[src/rtl/mwin_pkg.sv]
package mwin_pkg;

   // Classified bus cycle, shared by decode, page register and routing.
   typedef struct packed {
      logic mem_acc;   // memory cycle with a strobe
      logic in_win;    // address tag hits the window
      logic port_rd;   // I/O read of the page port
      logic port_wr;   // I/O write of the page port
   } mwin_cyc_t;

endpackage

[src/rtl/mwin_cycle_decode.sv]
module mwin_cycle_decode
   import mwin_pkg::*;
#(
   parameter int                ADDR_W    = 20,
   parameter int                WIN_W     = 16,
   parameter int                IO_W      = 16,
   parameter logic [ADDR_W-1:0] WIN_BASE  = 20'hE0000,
   parameter logic [IO_W-1:0]   PORT_ADDR = 16'h0055
) (
   input  logic [ADDR_W-1:0] addr,
   input  logic              mem_io,
   input  logic              rd,
   input  logic              wr,
   output mwin_cyc_t         cyc
);
   localparam int TAG_W = ADDR_W - WIN_W;

   logic [TAG_W-1:0] tag_base;
   logic             strobe;

   assign tag_base = WIN_BASE[ADDR_W-1 -: TAG_W];
   assign strobe   = rd | wr;

   always_comb begin
      cyc.mem_acc = mem_io & strobe;
      cyc.in_win  = (addr[ADDR_W-1 -: TAG_W] == tag_base);
      cyc.port_rd = ~mem_io & rd & (addr[IO_W-1:0] == PORT_ADDR);
      cyc.port_wr = ~mem_io & wr & (addr[IO_W-1:0] == PORT_ADDR);
   end
endmodule

[src/rtl/mwin_page_reg.sv]
module mwin_page_reg
   import mwin_pkg::*;
#(
   parameter int DATA_W = 8,
   parameter int PAGE_W = 3
) (
   input  logic              clk,
   input  logic              rst,
   input  mwin_cyc_t         cyc,
   input  logic [DATA_W-1:0] wdata,
   output logic [PAGE_W-1:0] page
);
   always_ff @(posedge clk) begin
      if (rst)              page <= '0;
      else if (cyc.port_wr) page <= wdata[PAGE_W-1:0];
   end
endmodule

[src/rtl/mwin_route.sv]
module mwin_route
   import mwin_pkg::*;
#(
   parameter int ADDR_W = 20,
   parameter int WIN_W  = 16,
   parameter int PAGE_W = 3
) (
   input  mwin_cyc_t                  cyc,
   input  logic [ADDR_W-1:0]          addr,
   input  logic [PAGE_W-1:0]          page,
   output logic                       main_cs,
   output logic [ADDR_W-1:0]          main_addr,
   output logic                       sec_cs,
   output logic [PAGE_W+WIN_W-1:0]    sec_addr
);
   always_comb begin
      main_cs   = cyc.mem_acc & ~cyc.in_win;
      sec_cs    = cyc.mem_acc &  cyc.in_win;
      main_addr = addr;
      sec_addr  = {page, addr[WIN_W-1:0]};
   end
endmodule

[src/rtl/mwin_readback.sv]
module mwin_readback
   import mwin_pkg::*;
#(
   parameter int DATA_W    = 8,
   parameter int PAGE_W    = 3,
   parameter bit READ_BACK = 1'b1
) (
   input  mwin_cyc_t         cyc,
   input  logic [PAGE_W-1:0] page,
   output logic              hit,
   output logic [DATA_W-1:0] rdata
);
   localparam int PAD_W = DATA_W - PAGE_W;

   generate
      if (READ_BACK) begin : g_mux
         always_comb begin
            hit   = cyc.port_rd;
            rdata = cyc.port_rd ? {{PAD_W{1'b0}}, page} : '0;
         end
      end else begin : g_none
         always_comb begin
            hit   = 1'b0;
            rdata = '0;
         end
      end
   endgenerate
endmodule

[src/rtl/mwin_bank_decoder.sv]
module mwin_bank_decoder
   import mwin_pkg::*;
#(
   parameter int                ADDR_W    = 20,
   parameter int                DATA_W    = 8,
   parameter int                WIN_W     = 16,
   parameter int                PAGE_W    = 3,
   parameter int                IO_W      = 16,
   parameter logic [ADDR_W-1:0] WIN_BASE  = 20'hE0000,
   parameter logic [IO_W-1:0]   PORT_ADDR = 16'h0055,
   parameter bit                READ_BACK = 1'b1,
   localparam int               SEC_W     = PAGE_W + WIN_W
) (
   input  logic              clk,
   input  logic              rst,
   input  logic [ADDR_W-1:0] cpu_addr,
   input  logic              cpu_mem_io,
   input  logic              cpu_rd,
   input  logic              cpu_wr,
   input  logic [DATA_W-1:0] cpu_wdata,
   output logic              main_cs,
   output logic [ADDR_W-1:0] main_addr,
   output logic              sec_cs,
   output logic [SEC_W-1:0]  sec_addr,
   output logic              io_hit,
   output logic [DATA_W-1:0] io_rdata
);
   generate
      if (WIN_W >= ADDR_W) begin : g_bad_win
         $error("window must be smaller than the address space");
      end
      if (PAGE_W >= DATA_W) begin : g_bad_page
         $error("page field must be narrower than the data bus");
      end
      if (IO_W > ADDR_W) begin : g_bad_io
         $error("I/O port width exceeds the address width");
      end
      if (WIN_BASE[WIN_W-1:0] != '0) begin : g_bad_base
         $error("window base must be aligned to the window size");
      end
   endgenerate

   mwin_cyc_t         cyc;
   logic [PAGE_W-1:0] page_q;

   mwin_cycle_decode #(
      .ADDR_W(ADDR_W), .WIN_W(WIN_W), .IO_W(IO_W),
      .WIN_BASE(WIN_BASE), .PORT_ADDR(PORT_ADDR)
   ) u_dec (
      .addr(cpu_addr), .mem_io(cpu_mem_io), .rd(cpu_rd), .wr(cpu_wr), .cyc(cyc)
   );

   mwin_page_reg #(.DATA_W(DATA_W), .PAGE_W(PAGE_W)) u_page (
      .clk(clk), .rst(rst), .cyc(cyc), .wdata(cpu_wdata), .page(page_q)
   );

   mwin_route #(.ADDR_W(ADDR_W), .WIN_W(WIN_W), .PAGE_W(PAGE_W)) u_route (
      .cyc(cyc), .addr(cpu_addr), .page(page_q),
      .main_cs(main_cs), .main_addr(main_addr),
      .sec_cs(sec_cs), .sec_addr(sec_addr)
   );

   mwin_readback #(.DATA_W(DATA_W), .PAGE_W(PAGE_W), .READ_BACK(READ_BACK)) u_rb (
      .cyc(cyc), .page(page_q), .hit(io_hit), .rdata(io_rdata)
   );
endmodule

[config.mk]
export PLATFORM = sky130hd
export DESIGN_NAME = mwin_bank_decoder
export DESIGN_NICKNAME = d
export VERILOG_FILES = /design/src/rtl/mwin_pkg.sv /design/src/rtl/mwin_cycle_decode.sv /design/src/rtl/mwin_page_reg.sv /design/src/rtl/mwin_route.sv /design/src/rtl/mwin_readback.sv /design/src/rtl/mwin_bank_decoder.sv
export SDC_FILE = /design/constraint.sdc
export NUM_CORES = 1
export LEC_CHECK = 0
export BUFFER_PORTS_ARGS = -buffer_cell sky130_fd_sc_hd__buf_4
export CORE_MARGIN = 2
export CORE_UTILIZATION = 29
export CTS_CLUSTER_SIZE = 20
export DETAILED_ROUTE_END_ITERATION = 10
export PLACE_DENSITY = 0.88
export RECOVER_POWER = 25
export SLEW_MARGIN = 20
export SYNTH_ARGS = -nofsm -noshare
export SYNTH_HDL_FRONTEND = slang
export SYNTH_SLANG_ARGS = --single-unit
[constraint.sdc]
create_clock -name clk -period 1.73 [get_ports clk]
set_clock_uncertainty 0.1 [all_clocks]
set_input_delay 0.173 -clock clk [delete_from_list [all_inputs] [get_ports clk]]
set_output_delay 0.173 -clock clk [all_outputs]
set_load 0.02 [all_outputs]
==> impl_metrics.yaml <==
outcome:
  status: "completed"
cells_and_area:
  largest_reg_flops: 3
  fin_cells: 144
  diodes: 0
  area_growth_pct: 61.6
  regMostFlops: "u_page.page"
  final_nets: 151
  fin_area_um2: 922
  drive_above_1_share_pct: 65.0
  reg.largest.list: "u_page.page x3"
clocking:
  root_buffer: "clkbuf_4"
  cts_hold_buf: 0
  htree_levels: 1
  clkTransAtPathRegs_ns: 0.04
  cts_sinks: 3
  cts_tree: "yes"
  worstSkewPairLatency_ns: 0.23
  numCtsBuffers: 3
  clockBufferDepth: 2
placed_design:
  place_area_um2: 882
  portBuffers: 72
  pre_cts_slack_ns: -0.113
  placed_cells_incl_taps: 139
  gp_congestion: 0.780
synthesis:
  avgSynthCellArea_um2: 7.82
  yosysWarningCount: 0
  synth_xor_area_share_pct: 0
  synth_most_common_cell: "buf_4"
  synth_cells: 73
  netlist.area_leader.share_pct: 53.9
  synth_edf_count: 0
  mappedNetlistArea_um2: 571
  synth-seq-area-share_pct: 10.5
  yosysTopAreaCell: "buf_4"
  synth_top_family_by_area: "buffers and inverters"
  synth_fa_ha_area_share_pct: 0
  yosysUniqueCellTypes: 17
  synthArstFlopShare_pct: 0
  yosys-top-cells-area: "buf_4 54%, dfxtp_1 11%, nand4_1 4.4%"
  synth-compound-area-share_pct: 6.14
  ys_top_cells_by_count: "41 x buf_4, 4 x nand4_1, 4 x o21ai_0"
  yosys.area_share.simple_pct: 28.7
  synth_flop_cell: "dfxtp_1"
  yosys-mux-area-fraction_pct: 0
  synth_seq_cells: 3
min_path:
  worstHoldPathType: "in -> reg"
  hp-start: "rst"
  hold_end: "u_page.page[2]$_SDFFE_PP0P_"
  whs_path_depth: 2
sta:
  slew_violations: 0
  fin_ws_ns: 0.0429
  fin_crit_ns: 1.69
  max_freq_ghz: 0.593
  setup_violations: 0
  fin_tns_setup_ns: 0
  finalHoldViolCount: 0
  fin_crit_sh_pct: 97.5
route:
  vias_per_cell: 4.13
  routed_wl_um: 1680
  drc: 0
  ant_nets: 0
  drt_iter0_drc: 5
  wl_per_cell_um: 11.6
  dr.pass1.iters: 4
  vias: 594
power:
  seq_power_share_pct: 17.0
  powerDensity_mw_per_mm2: 442
  p_sw_uw: 155
  clkPwrFrac_pct: 30.1
  intPower_uw: 253
  pwr-share-comb_pct: 52.8
  peakVddDrop_uv: 299
  p_sw_share_pct: 37.9
  p_leak_uw: 0.000463
die:
  initial_utilization_pct: 30.0
  coreArea_mm2: 0.00190
  die_x_um: 48.4
  core.rowCount: 16
  die_h_um: 48.4
  dieArea_mm2: 0.00234
  num_io_pins: 83
critical_path:
  start_kind: "primary input"
  cp_data_arrival_time_ns: 1.41
  cp-end-kind: "output port"
  crit_buf_inv: 2
  crit_path_max_fanout: 4
  crit_slowest_cell: "or4b_4"
  rrSetupSlack_ns: 0.94
  cp_top_family: "simple AND/OR/NAND/NOR gates"
  worstReg2RegStart: "u_page.page[0]$_SDFFE_PP0P_"
  worstPathRequired_ns: 1.46
  r2r-end: "u_page.page[0]$_SDFFE_PP0P_"
  r2r_cells: 2
  crit_chain: "buf_4 > or4b_4 > nor3_4 > and2_4 > buf_6"
  critical_path_class: "in -> out"
  cpPeakStageDelay_ns: 0.58
grt:
  grt_max_degree: 6
  overflow: 0
  grtUsageTotal_pct: 14.0
  antenna_found_initial: 0
  grt_pass1_vias: 592
  grt_pass1_wl_um: 2620
flow_run:
  max-cap-violations: 0
power groups by stage:
stage / clock network (uW) / registers [uW] / logic [uW]
2_1_floorplan: 0 / 70.6 / 153
6_report: 123 / 69.5 / 215
3_5_place_dp: 0 / 70.6 / 222
4_1_cts: 131 / 69.5 / 224
3_3_place_gp: 0 / 70.6 / 217
5_1_grt: 143 / 69.3 / 227
worst register-to-register path: stages (launching register included):
cell and delay, ns:
dfxtp_1 0.36, o21ai_0 0.11, a21oi_1 0.15
layer usage:
metal  part of all wire (%)  routed length, um  up-vias  track usage, %
li1                       -                  -      289               -
met3                    6.8                114        0            2.47
met5                      0                  0        -               0
met2                     59                995       26            27.3
met4                      0                  0        0            8.10
met1                     34                566      279            13.7
cells by family after synthesis:
kind of cell,after synthesis
AO/OA/AOI/OAI,7
buffers and inverters,41
flip-flops,3
other,1
AND/OR/NAND/NOR,21
layout make-up:
type | instances | area [um2]
Fill cell | 214 | 980
Sequential cell | 3 | 60.1
Timing Repair Buffer | 77 | 556
Tap cell | 27 | 33.8
Multi-Input combinational cell | 33 | 246
Clock buffer | 4 | 26.3
how the worst max path moves through the flow:
stage	start	end	slack (ns)	depth (start not counted)
after floorplan	cpu_addr[14]	io_rdata[0]	0.03	3
after global placement	cpu_addr[7]	io_rdata[0]	-0.07	6
after detailed placement	cpu_addr[7]	io_rdata[1]	-0.11	6
after CTS	cpu_addr[7]	io_rdata[1]	0.0001	6
after global routing	cpu_addr[8]	io_rdata[1]	-0.003	6
final	cpu_addr[14]	io_rdata[1]	0.04	5
placed cells by master, fill, tap and decap left out, drive strengths merged:
cell type / count
buf: 66
nand4: 4
conb: 5
nor4: 1
o21ai: 4
nor4b: 1
dfxtp: 3
nor3: 1
and2: 3
nor2: 3
nand3b: 1
or4b: 1
nor2b: 3
nand4bb: 1
clkbuf: 15
a21oi: 3
nand4b: 1
and4: 1
what timing repair did:
action	CTS	global route
pin swaps	0	6
endpoints found under the setup margin	4	4
resized for setup	1	10
setup buffers	0	1
gates cloned	0	0
per-stage QoR:
stage	hold WS [ns]	power (uW)	util, %
global route	0.00326	439	48.5
floorplan	0.142	224	-
global placement	0.246	288	46.4
CTS	0.00170	425	48.1
finish	0.0114	408	48.5
detailed placement	0.254	293	46.4
Note: power is estimated with default switching activity, not from simulation.
